### config.mk
export PLATFORM = sky130hd
export DESIGN_NAME = rsar_delay_ctrl
export DESIGN_NICKNAME = d
export VERILOG_FILES = /design/src/rtl/dlyctl_pkg.sv /design/src/rtl/dlyctl_seq.sv /design/src/rtl/dlyctl_word.sv /design/src/rtl/rsar_delay_ctrl.sv
export SDC_FILE = /design/constraint.sdc
export NUM_CORES = 1
export LEC_CHECK = 0
export BUFFER_PORTS_ARGS = -buffer_cell sky130_fd_sc_hd__buf_2
export CAP_MARGIN = 20
export CORE_ASPECT_RATIO = 0.6
export CORE_MARGIN = 2
export CORE_UTILIZATION = 53
export DETAILED_ROUTE_END_ITERATION = 8
export PLACE_DENSITY = 0.75
export SLEW_MARGIN = 10
export SYNTH_ARGS = -nofsm -noshare
export SYNTH_HDL_FRONTEND = slang
export SYNTH_SLANG_ARGS = --single-unit
### constraint.sdc
create_clock -name clk -period 2.5 [get_ports clk]
set_clock_uncertainty 0.2 [all_clocks]
set_input_delay 0.25 -clock clk [delete_from_list [all_inputs] [get_ports clk]]
set_output_delay 0.25 -clock clk [all_outputs]
set_load 0.02 [all_outputs]
### src/rtl/dlyctl_pkg.sv
package dlyctl_pkg;
  parameter int unsigned CTRL_W = 11;
  localparam int unsigned SEL_W = $clog2(CTRL_W + 1);

  typedef enum logic [2:0] {
    ST_RANGE,
    ST_SAR,
    ST_SETTLE,
    ST_LOCK,
    ST_FAIL
  } seqState_t;

  typedef struct packed {
    logic             clr;
    logic             grow;
    logic             decide;
    logic             val;
    logic [SEL_W-1:0] sel;
  } wordStrb_t;
endpackage

### src/rtl/dlyctl_seq.sv
module dlyctl_seq
  import dlyctl_pkg::*;
(
  input  logic      clk,
  input  logic      start,
  input  logic      tooShort,
  output wordStrb_t strb,
  output logic      rangeFound,
  output logic      locked,
  output logic      outOfRange
);
  localparam logic [SEL_W-1:0] K_MAX = SEL_W'(CTRL_W);

  seqState_t        st;
  logic [SEL_W-1:0] kIdx;
  logic [SEL_W-1:0] bitIdx;
  logic             phase;
  logic             upd;

  assign upd = phase & ~start;

  always_ff @(posedge clk) begin
    if (start) begin
      phase      <= 1'b0;
      st         <= ST_RANGE;
      kIdx       <= '0;
      bitIdx     <= '0;
      rangeFound <= 1'b0;
    end else begin
      phase <= ~phase;
      if (upd) begin
        case (st)
          ST_RANGE: begin
            if (kIdx == '0) begin
              kIdx <= SEL_W'(1);
            end else if (tooShort) begin
              if (kIdx == K_MAX) st <= ST_FAIL;
              else kIdx <= kIdx + SEL_W'(1);
            end else begin
              rangeFound <= 1'b1;
              if (kIdx == SEL_W'(1)) begin
                st <= ST_SETTLE;
              end else begin
                st     <= ST_SAR;
                bitIdx <= kIdx - SEL_W'(2);
              end
            end
          end
          ST_SAR: begin
            if (bitIdx == '0) st <= ST_SETTLE;
            else bitIdx <= bitIdx - SEL_W'(1);
          end
          ST_SETTLE: st <= ST_LOCK;
          default: ;
        endcase
      end
    end
  end

  always_comb begin
    strb     = '0;
    strb.clr = start;
    if (upd) begin
      case (st)
        ST_RANGE: begin
          if (kIdx == '0 || (tooShort && kIdx != K_MAX)) begin
            strb.grow = 1'b1;
          end else if (!tooShort) begin
            strb.decide = 1'b1;
            strb.val    = 1'b1;
            strb.sel    = kIdx - SEL_W'(1);
          end
        end
        ST_SAR: begin
          strb.decide = 1'b1;
          strb.val    = tooShort;
          strb.sel    = bitIdx;
        end
        default: ;
      endcase
    end
  end

  assign locked     = (st == ST_LOCK);
  assign outOfRange = (st == ST_FAIL);

  AST_UPD_SPACED: assert property (@(posedge clk) disable iff (start)
    (strb.grow || strb.decide) |=> !(strb.grow || strb.decide));

  AST_SEL_BELOW_K: assert property (@(posedge clk) disable iff (start)
    (st == ST_SAR) |-> (bitIdx < kIdx));
endmodule

### src/rtl/dlyctl_word.sv
module dlyctl_word
  import dlyctl_pkg::*;
(
  input  logic              clk,
  input  wordStrb_t         strb,
  output logic [CTRL_W-1:0] word
);
  logic [CTRL_W-1:0] shiftIn;
  logic [CTRL_W-1:0] nxt;

  assign shiftIn = {word[CTRL_W-2:0], 1'b1};

  for (genvar j = 0; j < CTRL_W; j++) begin : g_bit
    assign nxt[j] = strb.clr    ? 1'b0 :
                    strb.grow   ? shiftIn[j] :
                    (strb.decide && strb.sel == SEL_W'(j))     ? strb.val :
                    (strb.decide && strb.sel == SEL_W'(j + 1)) ? 1'b0 :
                    word[j];
  end

  always_ff @(posedge clk) begin
    word <= nxt;
  end

  AST_DECIDE_STORES: assert property (@(posedge clk) disable iff (strb.clr)
    strb.decide |=> (((word >> $past(strb.sel)) & CTRL_W'(1)) == CTRL_W'($past(strb.val))));

  AST_GROW_SETS_LSB: assert property (@(posedge clk) disable iff (strb.clr)
    strb.grow |=> word[0]);
endmodule

### src/rtl/rsar_delay_ctrl.sv
module rsar_delay_ctrl
  import dlyctl_pkg::*;
(
  input  logic              clk,
  input  logic              start,
  input  logic              tooShort,
  output logic [CTRL_W-1:0] ctrlWord,
  output logic              rangeFound,
  output logic              locked,
  output logic              outOfRange
);
  wordStrb_t strb;

  dlyctl_seq u_seq (
    .clk        (clk),
    .start      (start),
    .tooShort   (tooShort),
    .strb       (strb),
    .rangeFound (rangeFound),
    .locked     (locked),
    .outOfRange (outOfRange)
  );

  dlyctl_word u_word (
    .clk  (clk),
    .strb (strb),
    .word (ctrlWord)
  );

  AST_START_CLEARS: assert property (@(posedge clk)
    start |=> (ctrlWord == '0 && !rangeFound && !locked && !outOfRange));

  AST_RANGE_SHAPE: assert property (@(posedge clk) disable iff (start)
    !rangeFound |-> ((ctrlWord & (ctrlWord + CTRL_W'(1))) == '0));

  AST_LOCK_FROZEN: assert property (@(posedge clk) disable iff (start)
    locked |=> (locked && $stable(ctrlWord)));

  AST_FULL_ON_ERR: assert property (@(posedge clk) disable iff (start)
    outOfRange |-> (ctrlWord == '1 && !rangeFound && !locked));

  AST_FOUND_STICKY: assert property (@(posedge clk) disable iff (start)
    rangeFound |=> rangeFound);

  AST_LOCK_AFTER_FOUND: assert property (@(posedge clk) disable iff (start)
    locked |-> rangeFound);
endmodule

# After elaboration in Yosys (flattened, before gate mapping)
# Index checks and enable logic that the tools add are counted.
# classes
add_sub_neg	4
eq_ne	25
mux	53
bitwise	5
reduce_logical	36
# op_table
op	n
3-bit nonzero test	12
1-bit two-way mux	35
4-bit two-way mux	7
4-bit equality test, second input constant	5
4-bit by 3-bit equality test with 1-bit output, second input constant	4
1-bit logical AND	13
4-bit zero test	3
3-bit two-way mux	4
6-bit two-way mux	2
6-bit case mux with 2 select lines	1
2-bit inequality test, second input constant	5
3-bit case mux with 3 select lines	1
4-bit by 1-bit equality test with 1-bit output, second input constant	2
4-bit by 2-bit equality test with 1-bit output, second input constant	2
4-bit case mux with 2 select lines	1
4-bit AND reduction	2
4-bit by 1-bit subtractor with 4-bit output, second input constant	2
7-bit two-way mux	1
3-bit by 2-bit equality test with 1-bit output, second input constant	2
6-bit AND reduction	1
5-bit AND reduction	1
4-bit by 1-bit adder with 4-bit output, second input constant	1
4-bit inequality test, second input constant	1
1-bit inverter	4
other kinds (10)	11
# totals
reg_bits	24
input_bits	3
output_inout_bits	14
wordCells	139

# Logic depth before layout (Yosys ltp)
# Gate-level depths: netlist of run 1.
# depth
depth_word	11
mapped_depth	9
ltp_nobuf	8

# Hierarchy
# From an unflattened synthesis of run 1, not the netlist that was laid out.
# unflattened
hier_cells	197
hier_area_um2	1602.8
# by_module_without_submodules
module	n_inst	cells_per_inst	area_each_um2	seq_area_each_um2
dlyctl_seq	1	120	942.2	260.2
dlyctl_word	1	77	660.6	220.2

# Least setup slack after synthesis of run 1
# Ideal clock, no wire load.
# synth_path
path_type	register to register
startpoint	reg u_seq.kIdx[0]
endpoint	reg u_word.word[1]
setup_ns	0.101
arrival_time_ns	2.137
required_time_ns	2.199
setup_slack_ns	0.062
path_stages_with_launch	9
n_path_buf	0
period_less_slack_ns	2.438
path_cell_list	dfxtp_1 inv_1 ha_1 or3b_1 a32o_1 and3_1 o211a_1 mux2i_1 o41ai_1
# synth_via
elab_chain_len	10
word_cells_on_any_way	18
cone_classes	add/sub (1); eq/ne (3); mux (8); reduce/logical (6)
# synth_rtl
item	line	rtl
start: declaration	dlyctl_seq.sv:15	logic [SEL_W-1:0] kIdx;
start signal: assignment	dlyctl_seq.sv:38	else kIdx <= kIdx + SEL_W'(1);
branches (longest 5 deep; another with 4-bit by 1-bit subtractor with 4-bit output)	-	
7-bit two-way mux *	dlyctl_seq.sv:63	if (upd) begin
4-bit by 1-bit equality test with 1-bit output	dlyctl_word.sv:16	(strb.decide && strb.sel == SEL_W'(j)) ? strb.val :
1-bit logical AND	dlyctl_word.sv:16	
1-bit two-way mux	dlyctl_word.sv:16	
1-bit two-way mux	dlyctl_word.sv:15	strb.grow ? shiftIn[j] :
end signal: assignment	dlyctl_word.sv:22	word <= nxt;
end: declaration	dlyctl_word.sv:6	output logic [CTRL_W-1:0] word
# Every way passes the cells marked *.
# A chain may end at the register's enable or synchronous reset.

# Final worst setup path of run 1
# layout_path
startpoint	reg u_seq.kIdx[2]
endpoint	reg u_word.word[7]
# layout_via
elab_chain_len	10
word_cells_on_any_way	18
cone_classes	add/sub (1); eq/ne (3); mux (8); reduce/logical (6)
# layout_rtl
item	line
branches (longest 5 deep; another with 4-bit by 1-bit subtractor with 4-bit output)	-
7-bit two-way mux *	dlyctl_seq.sv:63
4-bit by 3-bit equality test with 1-bit output	dlyctl_word.sv:16
1-bit logical AND	dlyctl_word.sv:16
1-bit two-way mux	dlyctl_word.sv:16
1-bit two-way mux	dlyctl_word.sv:15
# Marks and branches as above.

==> PnR_summary.wiki, run 1 <==
{| class="wikitable"
! Metric !! Value
|-
| Overflow left after global routing || 0
|-
| Pre-CTS setup slack || 69.8 ps
|-
| Number of instances on the worst hold path || 2
|-
| Gate power share || 14.9%
|-
| TritonCTS clock tree || built
|-
| Kind of start point of the critical path || register
|-
| Final setup fails || 0
|-
| H-Tree Level Count || 1
|-
| Share of the synthesized area in the top cell type || 28.9%
|-
| Number of input and output port buffers inserted || 16
|-
| Class of the worst hold path || input pin to register
|-
| Initial antenna violation count || 0
|-
| Core Area || 2930 um^2
|-
| Depth of the most critical reg-to-reg path || 8
|-
| Largest voltage drop on the vdd net || 0.295 mV
|-
| Peak clock frequency supported by timing || 414 MHz
|-
| Worst reg2reg endpoint || u_word.word[7]
|-
| Worst min-delay path startpoint || start
|-
| Remaining routing DRC violations || 0
|-
| R2R Setup Slk || 80 ps
|-
| Fin. max-slew vios || 0
|-
| Total number of placement rows || 15
|-
| Largest net degree at the start of global routing || 18
|-
| Startpoint of the most critical register-to-register path || u_seq.kIdx[2]
|-
| Endpoint kind of the worst setup timing path || register
|-
| Post-DRT Antenna Nets || 0
|-
| Number of vias in the routed layout || 1794
|-
| Via count of the first global-routing pass || 1470
|-
| Slowest cell on the critical path || dfxtp_1
|-
| Longest individual stage delay on the worst path || 320 ps
|-
| Top cell type by total area after synthesis || dfxtp_1
|-
| Syn_nets || 217
|-
| Top-Level Pins || 17
|-
| Switching fraction of total power || 25.2%
|-
| Ordered cell list for the critical path || inv_1 -> ha_1 -> a21bo_2 -> a32o_1 -> or2_1 -> a41oi_2 -> o31ai_1 -> a221oi_1
|-
| CTS sink count || 24
|-
| Die extent in x || 76.3 um
|-
| Clock Pin Slew Worst Setup and Hold Paths || 100 ps
|-
| Run status || finished, final reports clean
|-
| PD cells || 437 nW/um^2
|-
| Number of instances in the synthesized netlist || 207
|-
| Starting density of the core || 56.7%
|-
| Final clock period utilization by the worst path || 96.6%
|-
| Fraction of power consumed by sequential logic || 45.3%
|-
| Total of fill cells in the finished design || 246
|-
| Proportion of synthesized flip-flops having asynchronous set or reset || 0%
|-
| Pleak || 0.000762 uW
|-
| Detail-routed via count per cell || 6.41
|-
| Hold endpoint || u_seq.st[2]
|-
| Routed wirelength normalized by instance count || 16.8 um
|-
| Tot GR Track Use || 26.4%
|-
| Post-detailed-placement half-perimeter wirelength || 3580 um
|-
| Placer congestion estimate || 1.01
|-
| Number of DRC markers after the initial detailed-route iteration || 254
|-
| Clk Tree Root Cell || clkbuf_8
|-
| Distinct cell type count of the synthesized netlist || 54
|-
| Die Ht || 47.4 um
|-
| Clock period minus worst slack || 2420 ps
|-
| Worst slew margin || 68.1%
|-
| Wire length of the first global-routing pass || 7370 um
|-
| Setup Fix Bufs, Post-CTS || 0
|-
| Critical path type || register to register
|-
| Cell area after synthesis || 1660 um^2
|-
| Data required time at the worst endpoint || 2480 ps
|-
| Synthesized area divided by synthesized cell count || 8.02 um^2
|-
| Clock buffer count from CTS || 3
|-
| Maximum Capacitance Violations || 0
|-
| Antenna cells || 0
|-
| Predominant post-synthesis flop cell || dfxtp_1
|-
| Number of enable-type register cells in the synthesized netlist || 0
|-
| Area growth from synthesis to layout || 20.6%
|-
| Clock insertion delay at the later pin of the skew report || 270 ps
|-
| Signal arrival time at the worst endpoint || 2400 ps
|-
| Maximum fanout encountered on the critical timing path || 5
|-
| Final-report hold violation count || 0
|-
| Clock Power Share || 39.8%
|-
| Portion of the post-synthesis area used by sequential elements || 28.9%
|-
| Power Internal || 655 uW
|-
| Number of warnings printed during yosys synthesis || 0
|-
| Number of nets in the layout || 249
|-
| Worst-case setup margin in the final layout || 84.4 ps
|-
| Clock Tree Buf Depth || 2
|-
| Fraction of final layout cells with drive strength greater than 1 || 24.4%
|-
| Pre-Repair DR Iteration Count || 5
|-
| Slew at the pin closest to its max-slew limit || 473 ps
|-
| Synth top area cells || dfxtp_1 (29%), a21oi_1 (6.3%), ha_1 (5.3%), nor2_1 (4.5%), nand2_1 (4.3%)
|-
| Fraction of the core area covered by cells at the end of the flow || 68.4%
|-
| Wire length reported by the detailed router || 4710 um
|-
| Area of the die || 3610 um^2
|-
| Switching power || 220 uW
|-
| Flip-flop and latch count after synthesis || 24
|}
==> what timing repair did <==
action,in CTS,in global routing
gates resized for setup,0,8
endpoints found under the hold margin,0,0
hold buffers,0,0
endpoints found under the setup margin,0,12
==> worst max-delay path, delay by kind of cell (launching register included) <==
family	cells	cell delay [ps]
simple gates	1	300
flops	1	320
fa+ha+maj	1	200
buf+inv	1	120
compound gates	5	1180
==> state kept, by name (all words and copies together) (netlist names) <==
register          cells
u_seq.bitIdx          4
u_seq.st              3
u_seq.kIdx            4
u_seq.phase           1
u_seq.rangeFound      1
u_word.word          11
==> routing by layer <==
layer	vias up	GRT usage, %	wire, um
met4	0	4.36	46
met5	-	0	0
met3	8	7.12	541
li1	838	-	-
met2	120	39.8	1930
met1	828	38.7	2190
==> metrics by stage <==
step	total power, uW	hold WS [ps]	TNS (ps)	cells	cell area [um^2]
final	875	121	0	280	2000
after global routing	910	125	-23.5	280	2000
after CTS	875	116	0	280	1970
after detailed placement	529	251	0	276	1900
after global placement	526	237	0	276	1900
after floorplan	485	222	0	207	1660
==> kinds of logic (layout without fill, tap and decap cells) <==
| family | Yosys count | after routing | synth area share, % |
|---|---|---|---|
| mux | 1 | 1 | 0.603 |
| xor+xnor | 2 | 2 | 1.06 |
| buf+inv | 19 | 50 | 5.05 |
| simple gates | 80 | 80 | 26.4 |
| fa+ha+maj | 7 | 7 | 5.27 |
| flops | 24 | 24 | 28.9 |
| compound gates | 74 | 74 | 32.6 |
==> power groups by stage <==
stage	sequential [uW]	combinational, uW	clock, uW
after floorplan	409	75.4	0
after global placement	404	121	0
after detailed placement	405	123	0
after CTS	396	124	354
after global routing	398	139	373
final	397	130	348
==> synthesized netlist by cell type, drive strengths merged, types with 3 or more instances <==
cell type	count
o211ai	8
nand2b	4
ha	7
nor3	7
inv	9
o21ai	5
o31ai	3
nor2	20
nand3	7
a32o	3
dfxtp	24
o311ai	3
nand2	20
a21oi	21
and2	3
a31oi	6
clkbuf	6
buf	4
a211oi	3
a22oi	6
nor3b	4
==> worst max path at each step <==
stage                              from              to  slack, ps  depth (start not counted)
after global placement    u_seq.kIdx[1]  u_word.word[1]        160                          8
after detailed placement  u_seq.kIdx[1]  u_word.word[7]         70                          8
after global routing      u_seq.kIdx[2]  u_word.word[7]        -20                          8
after CTS                 u_seq.kIdx[1]  u_word.word[7]         40                          8
after floorplan           u_seq.kIdx[0]  u_word.word[1]         60                          8
final                     u_seq.kIdx[2]  u_word.word[7]         80                          8
==> cell type report <==
type	instances	area, um^2	area share, %
Multi-Input combinational cell	164	1130	56.2
Sequential cell	24	482	24.0
Timing Repair Buffer	37	238	11.9
Tap cell	42	52.6	2.62
Clock buffer	3	41.3	2.06
Inverter	9	33.8	1.69
Clock inverter	1	30.0	1.50
==> cells in the final DEF, fill, tap and decap left out, drive strengths merged, types with 3 or more instances in the layout <==
cell    instances
a31oi           6
o21ai           5
nand3           7
nor3            7
nor3b           4
inv             9
and2            3
nand2b          4
a22oi           6
a32o            3
nor2           20
ha              7
o211ai          8
buf            37
nand2          20
a211oi          3
clkbuf          3
a21oi          21
o31ai           3
o311ai          3
dfxtp          24
(Power assumes the default switching activity.)
==> inputs of run 2 (changes only) <==
--- a/config.mk
+++ b/config.mk
@@ -9,9 +9,9 @@
 export CAP_MARGIN = 20
 export CORE_ASPECT_RATIO = 0.6
 export CORE_MARGIN = 2
-export CORE_UTILIZATION = 53
+export CORE_UTILIZATION = 55
 export DETAILED_ROUTE_END_ITERATION = 8
-export PLACE_DENSITY = 0.75
+export PLACE_DENSITY = 0.74
 export SLEW_MARGIN = 10
 export SYNTH_ARGS = -nofsm -noshare
 export SYNTH_HDL_FRONTEND = slang
==> constraint.sdc (replaced) <==
create_clock -name clk -period 2.7 [get_ports clk]
set_clock_uncertainty 0.2 [all_clocks]
set_input_delay 0.27 -clock clk [delete_from_list [all_inputs] [get_ports clk]]
set_output_delay 0.27 -clock clk [all_outputs]
set_load 0.02 [all_outputs]
==> run 2 against run 1 <==
Against the previous run:
- maximum frequency shrank 5.6%
- critical endpoint is now u_word.word[1]
- critical path depth is the same
- routed wire length shrank 4.9%
- sequential share of layout area grew 0.87 points
- worst hold slack lost 4.9 ps
- die area shrank 3.4%
- via count shrank 5.0%
- clock power shrank 6.6%
- combinational power shrank 12%
==> PnR_summary.wiki, run 2 (synthesis gave the netlist of run 1 again) <==
{| class="wikitable"
! Metric !! Value
|-
| Ordered cell list for the critical path || inv_1 -> ha_1 -> or3b_1 -> a32o_1 -> and3_1 -> o211a_1 -> mux2i_1 -> o41ai_2
|-
| Fraction of power consumed by sequential logic || 45.5%
|-
| Die Ht || 46.6 um
|-
| Longest individual stage delay on the worst path || 390 ps
|-
| Critical path type || register to register
|-
| Wire length reported by the detailed router || 4470 um
|-
| Core Area || 2870 um^2
|-
| R2R Setup Slk || 140 ps
|-
| Starting density of the core || 57.8%
|-
| Pleak || 0.000712 uW
|-
| Clk Tree Root Cell || clkbuf_8
|-
| Setup Fix Bufs, Post-CTS || 0
|-
| Sum Neg Setup Slack || 0 ps
|-
| Setup repair after global routing missed its margin || no
|-
| H-Tree Level Count || 1
|-
| Final clock period utilization by the worst path || 94.8%
|-
| PD cells || 418 nW/um^2
|-
| Post-detailed-placement half-perimeter wirelength || 3390 um
|-
| Clock period minus worst slack || 2560 ps
|-
| Final setup fails || 0
|-
| Most used cells in the layout excluding fill and tap cells || dfxtp_1 (24), a21oi_1 (21), nor2_1 (20), nand2_1 (19), buf_2 (16)
|-
| Family of cells with the greatest summed delay on the critical path || compound AO/OA/AOI/OAI gates
|-
| Area of all placed cells without fillers || 1930 um^2
|-
| Crit. path cell count || 8
|-
| Worst reg2reg endpoint || u_word.word[1]
|-
| Startpoint of the most critical register-to-register path || u_seq.kIdx[1]
|-
| Remaining routing DRC violations || 0
|-
| Number of input and output port buffers inserted || 16
|-
| Switching fraction of total power || 25.5%
|-
| Run status || finished, final reports clean
|-
| Gate power share || 14.2%
|-
| Worst slew margin || 66.8%
|-
| Clock Power Share || 40.3%
|-
| Signal arrival time at the worst endpoint || 2540 ps
|-
| Wire length of the first global-routing pass || 7210 um
|-
| Data required time at the worst endpoint || 2680 ps
|-
| Post-DRT Antenna Nets || 0
|-
| Maximum fanout encountered on the critical timing path || 5
|-
| Worst setup path start || u_seq.kIdx[1]
|-
| Largest voltage drop on the vdd net || 0.255 mV
|-
| Overflow left after global routing || 0
|-
| Number of vias in the routed layout || 1704
|-
| Clock buffer count from CTS || 3
|-
| Initial antenna violation count || 0
|-
| Pre-Repair DR Iteration Count || 5
|-
| Top reg by flops || u_word.word
|-
| Max FFs per register || 11
|-
| Number of DRC markers after the initial detailed-route iteration || 193
|-
| Class of the worst hold path || input pin to register
|-
| TritonCTS clock tree || built
|-
| Clock Tree Buf Depth || 2
|-
| Power Internal || 600 uW
|-
| Slowest cell on the critical path || or3b_1
|-
| Area of the die || 3490 um^2
|-
| Depth of the most critical reg-to-reg path || 8
|-
| Largest net degree at the start of global routing || 20
|-
| Routed wirelength normalized by instance count || 16.5 um
|-
| Worst-case setup margin in the final layout || 141 ps
|-
| Peak clock frequency supported by timing || 391 MHz
|-
| Endpoint kind of the worst setup timing path || register
|-
| Multi-input gate area in the final layout || 1120 um^2
|-
| Fraction of the core area covered by cells at the end of the flow || 67.1%
|-
| Footprint of the flip-flops and latches || 480 um^2
|-
| Total number of placement rows || 15
|-
| Setup crit end || u_word.word[1]
|-
| Top-Level Pins || 17
|-
| Placed instance area || 1830 um^2
|-
| Count of cells resized by post-cts repair || 0
|-
| Placer congestion estimate || 0.995
|-
| Clock insertion delay at the later pin of the skew report || 280 ps
|-
| Clock Pin Slew Worst Setup and Hold Paths || 90 ps
|-
| Kind of start point of the critical path || register
|-
| Switching power || 205 uW
|-
| Registers with the most flip-flops || u_word.word x11, u_seq.bitIdx x4, u_seq.kIdx x4
|-
| CTS sink count || 24
|-
| Fraction of final layout cells with drive strength greater than 1 || 19.2%
|-
| Total of fill cells in the finished design || 228
|-
| Detail-routed via count per cell || 6.29
|-
| Pre-CTS setup slack || 202 ps
|-
| Final-report hold violation count || 0
|-
| Area growth from synthesis to layout || 16.1%
|-
| Tot GR Track Use || 27.8%
|-
| Slew at the pin closest to its max-slew limit || 496 ps
|-
| Number of nets in the layout || 240
|-
| Count of hold buffers inserted by post-cts repair || 0
|-
| Fin. max-slew vios || 0
|-
| Die extent in x || 74.9 um
|-
| Most common library cell in the layout ignoring fill and taps || dfxtp_1
|-
| Maximum Capacitance Violations || 0
|-
| Number of buffer and inverter instances along the worst setup path || 1
|-
| Antenna cells || 0
|-
| Via count of the first global-routing pass || 1462
|}
## run 2: cell types whose count changed in the layout (fill, tap and decap cells not counted), sizes merged
cell	change
buf	-9
## run 2: routing by layer
metal,vias to the layer above,part of all wire (%),GRT usage [%]
li1,817,-,-
met5,-,0,0
met1,810,50,41.0
met3,7,8.7,9.41
met2,70,41,38.4
met4,0,0.85,6.43
## run 2: worst min-delay path by stage
stage           startpoint              end  cells after the start  slack [ps]
3_5_place_dp   u_seq.phase      u_seq.phase                      1         260
6_report             start    u_seq.kIdx[3]                      2         120
5_1_grt              start    u_seq.kIdx[3]                      2         140
2_1_floorplan  u_seq.phase      u_seq.phase                      1         220
4_1_cts              start  u_seq.bitIdx[1]                      2         120
3_3_place_gp   u_seq.phase      u_seq.phase                      1         240
## run 2: area by class of cell
type | count | area share [%]
multi-input combinational | 164 | 58.1
tap | 42 | 2.73
timing repair buffer | 28 | 8.83
sequential | 24 | 24.9
clock inverter | 1 | 1.56
clock buffer | 3 | 2.14
inverter | 9 | 1.75
## run 2: power by group through the flow
stage          clock (uW)  sequential (uW)  combinational [uW]
3_5_place_dp            0              375                 108
4_1_cts               327              367                 108
5_1_grt               341              368                 123
3_3_place_gp            0              375                 107
6_report              325              367                 114
2_1_floorplan           0              379                69.8
## run 2: per-stage QoR
stage                     total power [uW]  hold slack, ps  std cells
after CTS                              802             118        271
after global routing                   831             139        271
final                                  806             116        271
after global placement                 481             244        267
after detailed placement               482             256        267
after floorplan                        449             222        207
